## src/rtl/acc_pkg.sv

```systemverilog
package acc_pkg;
   localparam int OP_ADD   = 0;
   localparam int OP_AND   = 1;
   localparam int OP_LOAD  = 2;
   localparam int OP_CLR   = 3;
   localparam int OP_CMPL  = 4;
   localparam int OP_INC   = 5;
   localparam int OP_ROTR  = 6;
   localparam int OP_ROTL  = 7;
   localparam int OP_INP   = 8;
   localparam int OP_CLRE  = 9;
   localparam int OP_CMPE  = 10;
   localparam int NUM_OPS  = 11;
endpackage

```

## src/rtl/acc_strobe_check.sv

```systemverilog
module acc_strobe_check #(
   parameter int N = acc_pkg::NUM_OPS
) (
   input  logic [N-1:0] sel_i,
   output logic         any_o,
   output logic         multi_o
);
   localparam int CNT_W = $clog2(N + 1);

   logic [CNT_W-1:0] cnt;

   always_comb begin
      cnt = '0;
      for (int i = 0; i < N; i++) begin
         cnt = cnt + CNT_W'(sel_i[i]);
      end
   end

   assign any_o   = |sel_i;
   assign multi_o = (cnt > CNT_W'(1));
endmodule

```

## src/rtl/acc_op_unit.sv

```systemverilog
module acc_op_unit
   import acc_pkg::*;
#(
   parameter int DATA_W = 16,
   parameter int IN_W   = 8
) (
   input  logic [DATA_W-1:0]  ac_i,
   input  logic               e_i,
   input  logic [DATA_W-1:0]  dr_i,
   input  logic [IN_W-1:0]    inr_i,
   input  logic [NUM_OPS-1:0] sel_i,
   output logic [DATA_W-1:0]  ac_nxt_o,
   output logic               e_nxt_o
);
   localparam int SUM_W = DATA_W + 1;

   logic [SUM_W-1:0]  sum;
   logic [DATA_W-1:0] in_word;

   assign sum = {1'b0, ac_i} + {1'b0, dr_i};

   generate
      if (IN_W == DATA_W) begin : g_full_in
         assign in_word = inr_i;
      end else begin : g_part_in
         assign in_word = {ac_i[DATA_W-1:IN_W], inr_i};
      end
   endgenerate

   always_comb begin
      ac_nxt_o = ac_i;
      e_nxt_o  = e_i;
      if (sel_i[OP_ADD]) begin
         ac_nxt_o = sum[DATA_W-1:0];
         e_nxt_o  = sum[DATA_W];
      end
      if (sel_i[OP_AND])  ac_nxt_o = ac_i & dr_i;
      if (sel_i[OP_LOAD]) ac_nxt_o = dr_i;
      if (sel_i[OP_CLR])  ac_nxt_o = '0;
      if (sel_i[OP_CMPL]) ac_nxt_o = ~ac_i;
      if (sel_i[OP_INC])  ac_nxt_o = ac_i + DATA_W'(1);
      if (sel_i[OP_ROTR]) begin
         ac_nxt_o = {e_i, ac_i[DATA_W-1:1]};
         e_nxt_o  = ac_i[0];
      end
      if (sel_i[OP_ROTL]) begin
         ac_nxt_o = {ac_i[DATA_W-2:0], e_i};
         e_nxt_o  = ac_i[DATA_W-1];
      end
      if (sel_i[OP_INP])  ac_nxt_o = in_word;
      if (sel_i[OP_CLRE]) e_nxt_o  = 1'b0;
      if (sel_i[OP_CMPE]) e_nxt_o  = ~e_i;
   end
endmodule

```

## src/rtl/acc_alu.sv

```systemverilog
module acc_alu
   import acc_pkg::*;
#(
   parameter int DATA_W = 16,
   parameter int IN_W   = 8
) (
   input  logic                clk,
   input  logic                rst_n,
   input  logic [NUM_OPS-1:0]  strobe_i,
   input  logic [DATA_W-1:0]   dr_i,
   input  logic [IN_W-1:0]     inr_i,
   output logic [DATA_W-1:0]   ac_o,
   output logic                e_o,
   output logic                err_o
);
   localparam int SUM_W = DATA_W + 1;

   generate
      if (IN_W > DATA_W || IN_W < 1) begin : g_bad_in_w
         $error("acc_alu: IN_W must lie between 1 and DATA_W");
      end
      if (DATA_W < 2) begin : g_bad_data_w
         $error("acc_alu: DATA_W must be at least 2");
      end
   endgenerate

   logic [DATA_W-1:0] ac_q, ac_nxt;
   logic              e_q, e_nxt;
   logic              any_stb, multi_stb;

   acc_strobe_check #(.N(NUM_OPS)) u_chk (
      .sel_i   (strobe_i),
      .any_o   (any_stb),
      .multi_o (multi_stb)
   );

   acc_op_unit #(.DATA_W(DATA_W), .IN_W(IN_W)) u_ops (
      .ac_i     (ac_q),
      .e_i      (e_q),
      .dr_i     (dr_i),
      .inr_i    (inr_i),
      .sel_i    (strobe_i),
      .ac_nxt_o (ac_nxt),
      .e_nxt_o  (e_nxt)
   );

   always_ff @(posedge clk or negedge rst_n) begin
      if (!rst_n) begin
         ac_q <= '0;
         e_q  <= 1'b0;
      end else if (any_stb && !multi_stb) begin
         ac_q <= ac_nxt;
         e_q  <= e_nxt;
      end
   end

   assign ac_o  = ac_q;
   assign e_o   = e_q;
   assign err_o = multi_stb;


   idle_hold_chk: assert property (@(posedge clk) disable iff (!rst_n)
      (strobe_i == '0) |=> ($stable(ac_o) && $stable(e_o)));


   multi_hold_chk: assert property (@(posedge clk) disable iff (!rst_n)
      err_o |=> ($stable(ac_o) && $stable(e_o)));


   err_flag_chk: assert property (@(posedge clk) disable iff (!rst_n)
      err_o == ($countones(strobe_i) > 1));


   add_carry_chk: assert property (@(posedge clk) disable iff (!rst_n)
      (strobe_i == NUM_OPS'(1 << OP_ADD)) |=>
      ({e_o, ac_o} == ($past({1'b0, ac_o}) + $past({1'b0, dr_i}))));


   inc_keeps_e_chk: assert property (@(posedge clk) disable iff (!rst_n)
      (strobe_i == NUM_OPS'(1 << OP_INC)) |=> $stable(e_o));


   rotr_flag_chk: assert property (@(posedge clk) disable iff (!rst_n)
      (strobe_i == NUM_OPS'(1 << OP_ROTR)) |=>
      ((e_o == $past(ac_o[0])) && (ac_o[DATA_W-1] == $past(e_o))));


   rotl_flag_chk: assert property (@(posedge clk) disable iff (!rst_n)
      (strobe_i == NUM_OPS'(1 << OP_ROTL)) |=>
      ((e_o == $past(ac_o[DATA_W-1])) && (ac_o[0] == $past(e_o))));


   flag_only_chk: assert property (@(posedge clk) disable iff (!rst_n)
      ((strobe_i == NUM_OPS'(1 << OP_CLRE)) || (strobe_i == NUM_OPS'(1 << OP_CMPE)))
      |=> $stable(ac_o));

   generate
      if (IN_W < DATA_W) begin : g_inp_chk

         inp_high_keep_chk: assert property (@(posedge clk) disable iff (!rst_n)
            (strobe_i == NUM_OPS'(1 << OP_INP)) |=>
            ($stable(ac_o[DATA_W-1:IN_W]) && $stable(e_o)));
      end
   endgenerate
endmodule

```

## config.mk

```make
export PLATFORM = sky130hd
export DESIGN_NAME = acc_alu
export DESIGN_NICKNAME = d
export VERILOG_FILES = /design/src/rtl/acc_pkg.sv /design/src/rtl/acc_strobe_check.sv /design/src/rtl/acc_op_unit.sv /design/src/rtl/acc_alu.sv
export SDC_FILE = /design/constraint.sdc
export NUM_CORES = 1
export LEC_CHECK = 0
export BUFFER_PORTS_ARGS = -buffer_cell sky130_fd_sc_hd__buf_2
export CAP_MARGIN = 0
export CORE_MARGIN = 2
export CORE_UTILIZATION = 35
export DETAILED_ROUTE_END_ITERATION = 10
export PLACE_DENSITY = 0.68
export SETUP_SLACK_MARGIN = 0.15
export SKIP_LAST_GASP = 1
export SLEW_MARGIN = 40
export SYNTH_ARGS = -nofsm -noshare
export SYNTH_HDL_FRONTEND = slang
export SYNTH_SLANG_ARGS = --single-unit
```

## constraint.sdc

```tcl
create_clock -name clk -period 3.4 [get_ports clk]
set_input_delay 0.34 -clock clk [delete_from_list [all_inputs] [get_ports clk]]
set_output_delay 0.34 -clock clk [all_outputs]
set_load 0.01 [all_outputs]
```

== Word level (Yosys, flattened, before mapping) ==
Cells that the tools add are included.

* Flip-flop bits (word level): 17
* Output and inout port bits: 18
* Word-level logic and storage cells: 43

* Add/sub/neg operators: 12
* Order comparisons: 1
* Muxes and demuxes: 14
* Bitwise operators: 4
* Reduce and logical (&&, ||, !) cells: 9

{| class="wikitable"
|+ Operator list
! operator !! number
|-
| $mux W16 || 8
|-
| $add A4 B1 Y4 || 9
|-
| $add A16 B16 Y17 || 1
|-
| $add A16 B1 Y16 const B || 1
|-
| $and A16 B16 Y16 || 1
|-
| $not A16 Y16 || 1
|-
| $reduce_or A11 Y1 || 1
|-
| $reduce_bool A9 Y1 || 1
|-
| $mux W8 || 1
|-
| $reduce_bool A8 Y1 || 1
|-
| $mux W1 || 5
|-
| $reduce_bool A5 Y1 || 1
|-
| $gt A4 B1 Y1 const B || 1
|-
| $reduce_and A2 Y1 || 2
|-
| $reduce_and A3 Y1 || 1
|-
| $add A1 B1 Y2 || 1
|-
| $not A1 Y1 || 2
|-
| $logic_and A1 B1 Y1 || 1
|-
| $logic_not A1 Y1 || 1
|}

== Longest topological paths before layout ==
Gate-level depths: netlist of run 1.

* Depth in word-level cells: 14
* Depth in mapped cells: 18
* Mapped depth without buffers: 16

== By module ==
Synthesis of run 1 repeated with hierarchy kept, for this count alone.

* Cells, all modules: 487
* Area, all modules: 3621.0 µm²

{| class="wikitable"
|+ By module, submodules not included
! module !! instances !! cells an instance !! area an instance (µm²) !! seq. area each (µm²)
|-
| acc_op_unit || 1 || 413 || 2592.5 || 0.0
|-
| acc_alu || 1 || 37 || 699.4 || 425.4
|-
| acc_strobe_check || 1 || 37 || 329.1 || 0.0
|}

== Worst setup path after synthesis of run 1 ==
OpenSTA, ideal clock, no wires.

* Path type: in2reg
* Start point: input strobe_i[1]
* End point: register ac_q[13], in the netlist ac_o[13]
* Data arrival time: 4133 ps
* Data required time: 3270 ps
* Slack: -862 ps
* Stages: 17
* Buffers on the path: 2
* Path through: buf_2 inv_1 ha_1 inv_1 fa_1 fa_1 fa_1 inv_1 ha_1 inv_1 fa_1 nor2b_1 and3_1 clkbuf_1 nand4_1 nor4b_1 nor3_1

* Cells in the longest elaborated chain, start to end: 14

{| class="wikitable"
|+ RTL lines
! element !! RTL line !! RTL
|-
| start, declared || acc_alu.sv:9 || <nowiki>input logic [NUM_OPS-1:0] strobe_i,</nowiki>
|-
| $add A1 B1 Y2 || acc_strobe_check.sv:15 || <nowiki>cnt = cnt + CNT_W'(sel_i[i]);</nowiki>
|-
| $add A4 B1 Y4 (9 in series) || acc_strobe_check.sv:15 ||
|-
| $gt A4 B1 Y1 || acc_strobe_check.sv:20 || <nowiki>assign multi_o = (cnt > CNT_W'(1));</nowiki>
|-
| $logic_not A1 Y1 || acc_alu.sv:51 || <nowiki>end else if (any_stb && !multi_stb) begin</nowiki>
|-
| $logic_and A1 B1 Y1 || acc_alu.sv:51 ||
|-
| $reduce_and A3 Y1 (no source line) || -- ||
|-
| end signal, assigned || acc_alu.sv:52 || <nowiki>ac_q <= ac_nxt;</nowiki>
|-
| end, declared || acc_alu.sv:27 || <nowiki>logic [DATA_W-1:0] ac_q, ac_nxt;</nowiki>
|}

Several ways; a longest one is shown, not always the timed one.
A chain may end at the register's enable or synchronous reset.

== Final worst setup path of run 1 ==
* Start point: input strobe_i[0]
* End point: register ac_q[13], in the netlist ac_o[13]

* Cells in the longest elaborated chain, start to end: 14

{| class="wikitable"
|+ RTL lines
! element !! RTL line
|-
| $add A1 B1 Y2 || acc_strobe_check.sv:15
|-
| $add A4 B1 Y4 (9 in series) || acc_strobe_check.sv:15
|-
| $gt A4 B1 Y1 || acc_strobe_check.sv:20
|-
| $logic_not A1 Y1 || acc_alu.sv:51
|-
| $logic_and A1 B1 Y1 || acc_alu.sv:51
|-
| $reduce_and A3 Y1 (no source line) * || --
|}

Mark *: on every way between the ends. The rest lies on a longest branch, timed or not.

==> reports/results.tsv, run 1 <==
metric	value	unit
cts.htree.levels	1	
wirelength	11.44	mm
worst_pin_slew	662.6	ps
internal-power	1358	uW
crit_type	in2reg	
ir_worst_vdd	545.1	uV
max_stage_delay	510	ps
io_pins	55	
critPathRequiredTime	3550	ps
cts_buffers	3	
antenna_found_initial	0	
period_needed	3773	ps
grt_max_degree	29	
drtAntennaViolNets	0	
hp-class	in2async	
pwr-share-seq	18.9	%
finalHoldViolCount	0	
clock-sinks	17	
drc	0	
p_leak	0.001649	uW
synth-seq-cells	17	
synth_enable_flop_cells	0	
rsz0062_at_grt	true	
synthTopCellsByArea	dfrtp_1 13%, ha_1 9.1%, a21oi_1 6.5%	
synthFlopType	dfrtp_1	
overflow	0	
crit_fanout	6	
die_width	98.97	um
yosys_warnings	0	
antenna_cells	0	
die_h	98.97	um
grt_pass1_wl	18.51	mm
synth_top_cell_area_share	13.48	%
critical_path.slowest_cell	fa_1	
end_kind	flip-flop	
fin_skew	2.877	ps
status	finished with violations	
syn_area	3157	um^2
place_area	3652	um^2
violations	setup timing	
power	2910	uW
core-area	8721	um^2
fmax	265.1	MHz
via_per_inst	6.414	
dieArea	9795	um^2
finalNonFillerCells	597	
portBuffers	54	
gp_congestion	0.9831	
dr.pass1.iters	5	
cts_tree	yes	
yosysUniqueCellTypes	74	
setup_ws	-372.8	ps
clk_path_buf_depth	2	
areaGrowthSynthToFinish	25.13	%
routedWlPerCell	19.15	um
netSwitchingFraction	53.32	%
postLayoutCellArea	3950	um^2
hpwlAfterDp	8.632	mm
vias	3829	
power.switching	1552	uW
crit_top_cell	fa_1	
crit_chain	buf_8, inv_6, ha_4, inv_2, fa_1, fa_1, fa_1, inv_1, ha_2, inv_2, fa_2, nor2b_4, and3_4, nand4_1, a311oi_1, nor3_1	
setup_viol	18	
placedCellCount	586	
yosys.area.top_type	dfrtp_1	
drtIter0Drc	298	
rows	34	
reg2reg_depth	8	
nNetsFinal	557	
fin_crit_sh	111.0	%
power.density	736.7	nW/um^2
ys_seq_area_share	13.48	%
final_layout_size_suffix_gt1_share	26.79	%
post-place-ws	-651.9	ps
clock_latency	260	ps
start_util	36.20	%
synth_fp_nets	497	
synth_area_per_cell	7.341	um^2
grt_pass1_vias	3586	
cts_root_buf	clkbuf_8	
critPathArrivalTime	3920	ps
clkPwrFrac	5.8	%
relSlewSlack	55.49	%
drv_slew	0	
cts-hold-fix-buffers	0	
async_flop_share	100.0	%
syn_inst	430	
combPwrFrac	75.3	%
grt_usage	23.34	%
drv_cap	0	
clk_pin_slew	80	ps
start_kind	primary input	
[synth_stat cells, types with 3 or more instances]
library cell and instances:
o21a_1 5, nor2_1 26, xnor2_1 9, a21oi_1 41, a211oi_1 7, xor2_1 3
o211ai_1 7, inv_1 26, nor2b_1 6, o31ai_1 4, ha_1 23, a21o_1 6
a31oi_1 11, clkbuf_1 21, nand4_1 4, o21ai_1 5, o221ai_1 5, nand3_1 12
nor3_1 10, mux2i_1 4, o21ai_0 26, o22ai_1 4, nand2_1 31, dfrtp_1 17
and2_1 3, a221oi_1 9, nor4b_1 3, and3_1 12, or3_1 7, fa_1 7
o311ai_0 4, buf_2 4, a22oi_1 3, nand2b_1 11
[logic make-up after synthesis]
| group | after synthesis | share of synthesized area (%) |
|---|---|---|
| buf+inv | 55 | 6.975 |
| simple gates | 142 | 24.34 |
| xor+xnor | 12 | 3.330 |
| flops | 17 | 13.48 |
| mux | 5 | 1.625 |
| compound gates | 169 | 36.70 |
| fa+ha+maj | 30 | 13.56 |
[path summary, 6_finish.rpt]
check / end / slack (ps) / from
min: ac_o[12] / 20 / rst_n
max in group asynchronous: ac_o[6] / 3070 / rst_n
max: ac_o[13] / -370 / strobe_i[0]
max reg2reg: ac_o[10] / 620 / ac_o[0]
min in group clk: ac_o[0] / 360 / inr_i[0]
min reg2reg: e_o / 710 / e_o
[cells in the final DEF (no fill, tap or decap), types with 5 or more instances in the layout]
master	instances
a31oi_1	9
nand3_1	11
a21o_1	6
and3_1	10
fa_1	6
a21oi_1	41
nor2_1	25
xnor2_1	9
or3_1	7
a221oi_2	5
nand2b_1	11
o211ai_1	7
inv_1	22
o21a_1	5
dfrtp_1	17
o21ai_0	21
o21ai_1	8
a211oi_1	7
nor3_1	9
buf_4	24
buf_2	52
o221ai_1	5
ha_1	21
nand2_1	30
a221oi_1	5
[layer usage]
metal	part of all wire, %	up-vias	GRT usage, %
met3	9.6	29	3.759
met5	0	-	0
li1	-	1760	-
met1	42	1800	32.39
met4	2.4	0	6.744
met2	46	240	37.42
[worst max-delay path, delay by kind of cell]
kind                       cells  cell delay (ps)
adders and majority gates      6             2310
and+or+nand+nor                4              740
AOI/OAI and AO/OA              1              270
buffers and inverters          5              250
[cell type report]
class / instances / area [um^2]
Sequential cell: 17 / 425.4
Fill cell: 869 / 4771
Multi-Input combinational cell: 358 / 2676
Clock buffer: 4 / 45.04
Inverter: 26 / 105.1
Timing Repair Buffer: 84 / 563.0
Tap cell: 108 / 135.1
[power groups by stage]
stage / Clock, uW / Combinational, uW / Sequential [uW]
global placement: 0 / 1890 / 532
global route: 175 / 2410 / 564
CTS: 165 / 2130 / 537
finish: 169 / 2190 / 549
floorplan: 0 / 1430 / 500
detailed placement: 0 / 1950 / 533
[sequential cells by signal, summed over array words and instances (netlist names)]
register	cells
e_o	1
ac_o	16
[per-stage QoR]
step	util, %	TNS, ps	hold slack [ps]
floorplan	-	-6585	44.41
global placement	41.88	-8110	302.0
detailed placement	41.88	-10000	305.2
finish	45.29	-5188	15.13
global route	45.29	-7067	43.22
CTS	44.73	-4650	27.16
[repair_timing]
action                     in CTS  in global routing
hold endpoints to repair        0                  0
cloned                          1                  0
pin swaps                       7                  6
buffers inserted                4                  2
resized for setup              40                  6
setup endpoints to repair      18                 18
Note: power is estimated with default switching activity, not from simulation.
==> run 2: changes to the inputs <==
--- a/config.mk
+++ b/config.mk
@@ -10,7 +10,7 @@
 export CORE_MARGIN = 2
 export CORE_UTILIZATION = 35
 export DETAILED_ROUTE_END_ITERATION = 10
-export PLACE_DENSITY = 0.68
+export PLACE_DENSITY = 0.66
 export SETUP_SLACK_MARGIN = 0.15
 export SKIP_LAST_GASP = 1
 export SLEW_MARGIN = 40
==> constraint.sdc (replaced) <==
create_clock -name clk -period 4.15 [get_ports clk]
set_input_delay 0.415 -clock clk [delete_from_list [all_inputs] [get_ports clk]]
set_output_delay 0.415 -clock clk [all_outputs]
set_load 0.01 [all_outputs]
==> run 2 against run 1 <==
The run now ends clean. Critical path type unchanged. Clock power down 22%. Clock skew grew 1.5 ps. Register-to-register slack gained 760 ps. Via count fell by 2.0%. Final area down 5.4%. Global-route usage shrank 1.0 points. Final cell count fell by 1.8%. Non-clock buffer count down 11.
==> reports/results.tsv, run 2 (synthesized netlist as in run 1, its figures left out) <==
metric	value	unit	change
core-area	8721	um^2	unchanged
finalHoldViolCount	0		unchanged
netSwitchingFraction	54.09	%	was 53.32%
critical_path.slowest_cell	fa_1		unchanged
worst_pin_slew	864.6	ps	was 662.6 ps
cts.htree.levels	1		unchanged
rsz0062_at_grt	true		unchanged
drv_cap	0		unchanged
fmax	252.0	MHz	
critPathArrivalTime	4120	ps	was 3920 ps
hpwlAfterDp	8.293	mm	was 8.632 mm
cts-hold-fix-buffers	0		unchanged
p_leak	0.001557	uW	was 0.001649 uW
grt_pass1_wl	17.93	mm	was 18.51 mm
clk_path_buf_depth	2		unchanged
antenna_cells	0		unchanged
end_kind	flip-flop		unchanged
final_layout_size_suffix_gt1_share	22.59	%	was 26.79%
die_h	98.97	um	unchanged
clock_latency	260	ps	about the same
critPathRequiredTime	4300	ps	was 3550 ps
drv_slew	0		unchanged
whs	82.76	ps	was 15.13 ps
portBuffers	54		unchanged
crit_top_cell	fa_1		unchanged
crit_buf_inv	5		unchanged
setup_viol	0		was 18
overflow	0		unchanged
layout_commonest_cell	buf_2		unchanged
pwr-share-seq	21.9	%	was 18.9%
r2r-start	ac_o[2]		was ac_o[0]
start_util	36.20	%	unchanged
max_stage_delay	540	ps	was 510 ps
reg2reg_depth	7		was 8
r2r_slack	1380	ps	was 620 ps
vias	3754		was 3829
post-place-ws	-52.36	ps	was -651.9 ps
final_cell_mix	51 x buf_2, 41 x a21oi_1, 30 x nand2_1		was 52 x buf_2, 41 x a21oi_1, 30 x nand2_1
drtIter0Drc	478		was 298
start_kind	primary input		unchanged
relSlewSlack	42.15	%	was 55.49%
fin_util	42.86	%	was 45.29%
hp-class	in2async		unchanged
grt_pass1_vias	3556		was 3586
clock-sinks	17		unchanged
routedWlPerCell	19.08	um	was 19.15 um
io_pins	55		unchanged
crit_fanout	6		unchanged
setup_tns	0	ps	was -5188 ps
place_area	3548	um^2	was 3652 um^2
areaGrowthSynthToFinish	18.39	%	was 25.13%
drtAntennaViolNets	0		unchanged
grt_max_degree	30		was 29
power.density	602.0	nW/um^2	was 736.7 nW/um^2
rows	34		unchanged
setup_ws	181.3	ps	was -372.8 ps
crit_family	adder cells		unchanged
cp.depth	16		unchanged
cts_root_buf	clkbuf_8		unchanged
antenna_found_initial	0		unchanged
crit_chain	buf_6, inv_4, ha_4, inv_2, fa_1, fa_1, fa_1, inv_1, ha_2, inv_2, fa_2, nor2b_4, and3_4, nand4_1, o32ai_2, nor3_1		was buf_8, inv_6, ha_4, inv_2, fa_1, fa_1, fa_1, inv_1, ha_2, inv_2, fa_2, nor2b_4, and3_4, nand4_1, a311oi_1, nor3_1
gp_congestion	0.9234		was 0.9831
grt_usage	22.29	%	was 23.34%
largest_register_ffs	16		unchanged
cts_buffers	3		unchanged
die_width	98.97	um	unchanged
crit_type	in2reg		unchanged
dieArea	9795	um^2	unchanged
period_needed	3969	ps	
clk_pin_slew	70	ps	was 80 ps
ir_worst_vdd	318.0	uV	was 545.1 uV
drc	0		unchanged
clkPwrFrac	5.9	%	was 5.8%
combPwrFrac	72.2	%	was 75.3%
status	finished clean		was finished with violations
postLayoutCellArea	3737	um^2	was 3950 um^2
reg2reg_to	ac_o[15]		was ac_o[10]
wirelength	11.18	mm	was 11.44 mm
cts_tree	yes		unchanged
fin_skew	4.367	ps	was 2.877 ps
fin_crit_sh	95.63	%	
nNetsFinal	546		was 557
via_per_inst	6.406		was 6.414
dr.pass1.iters	5		unchanged
internal-power	1033	uW	was 1358 uW
power.switching	1217	uW	was 1552 uW
==> run 2: cell types whose count changed in the layout (fill, tap and decap cells not counted), moves of 2 or more <==
cell,change
a221oi_1,+2
a221oi_2,-2
a31oi_1,+2
a31oi_2,-2
buf_4,-6
buf_8,-2
o21ai_0,+5
o21ai_1,-3
o21ai_2,-2
==> run 2: layer usage <==
layer	track usage [%]	routed length, um	up-vias
met1	29.70	4638	1774
met2	36.12	5233	204
li1	-	-	1739
met4	7.165	296	0
met5	0	0	-
met3	4.610	1013	37
==> run 2: power groups by stage <==
stage	clock (uW)	sequential, uW	combinational (uW)
CTS	133	479	1520
finish	132	493	1620
floorplan	0	410	1150
detailed placement	0	483	1500
global placement	0	481	1460
global route	144	506	1800
==> run 2: per-stage QoR <==
stage / std cells / power [uW]
2_1_floorplan: 430 / 1558
5_1_grt: 586 / 2446
3_5_place_dp: 575 / 1978
6_report: 586 / 2250
3_3_place_gp: 575 / 1945
4_1_cts: 579 / 2129
==> run 2: what timing repair did <==
action                                  CTS  global route
buffers inserted                          0             7
resized for setup                         2            21
endpoints found under the setup margin    1            16
endpoints found under the hold margin     0             0
pin swaps                                 0            10
==> run 2: layout make-up <==
cell class,count,area [um^2]
Sequential cell,17,425.4
Inverter,26,100.1
Timing Repair Buffer,73,435.4
Clock buffer,4,45.04
Fill cell,877,4984
Multi-Input combinational cell,358,2596
Tap cell,108,135.1
==> run 2: worst max-delay path by stage <==
stage	startpoint	to	slack, ps
after CTS	strobe_i[1]	err_o	170
after global placement	strobe_i[1]	ac_o[2]	60
after floorplan	strobe_i[1]	ac_o[13]	170
after global routing	strobe_i[1]	ac_o[13]	40
final	strobe_i[1]	ac_o[13]	180
after detailed placement	strobe_i[1]	ac_o[2]	-50
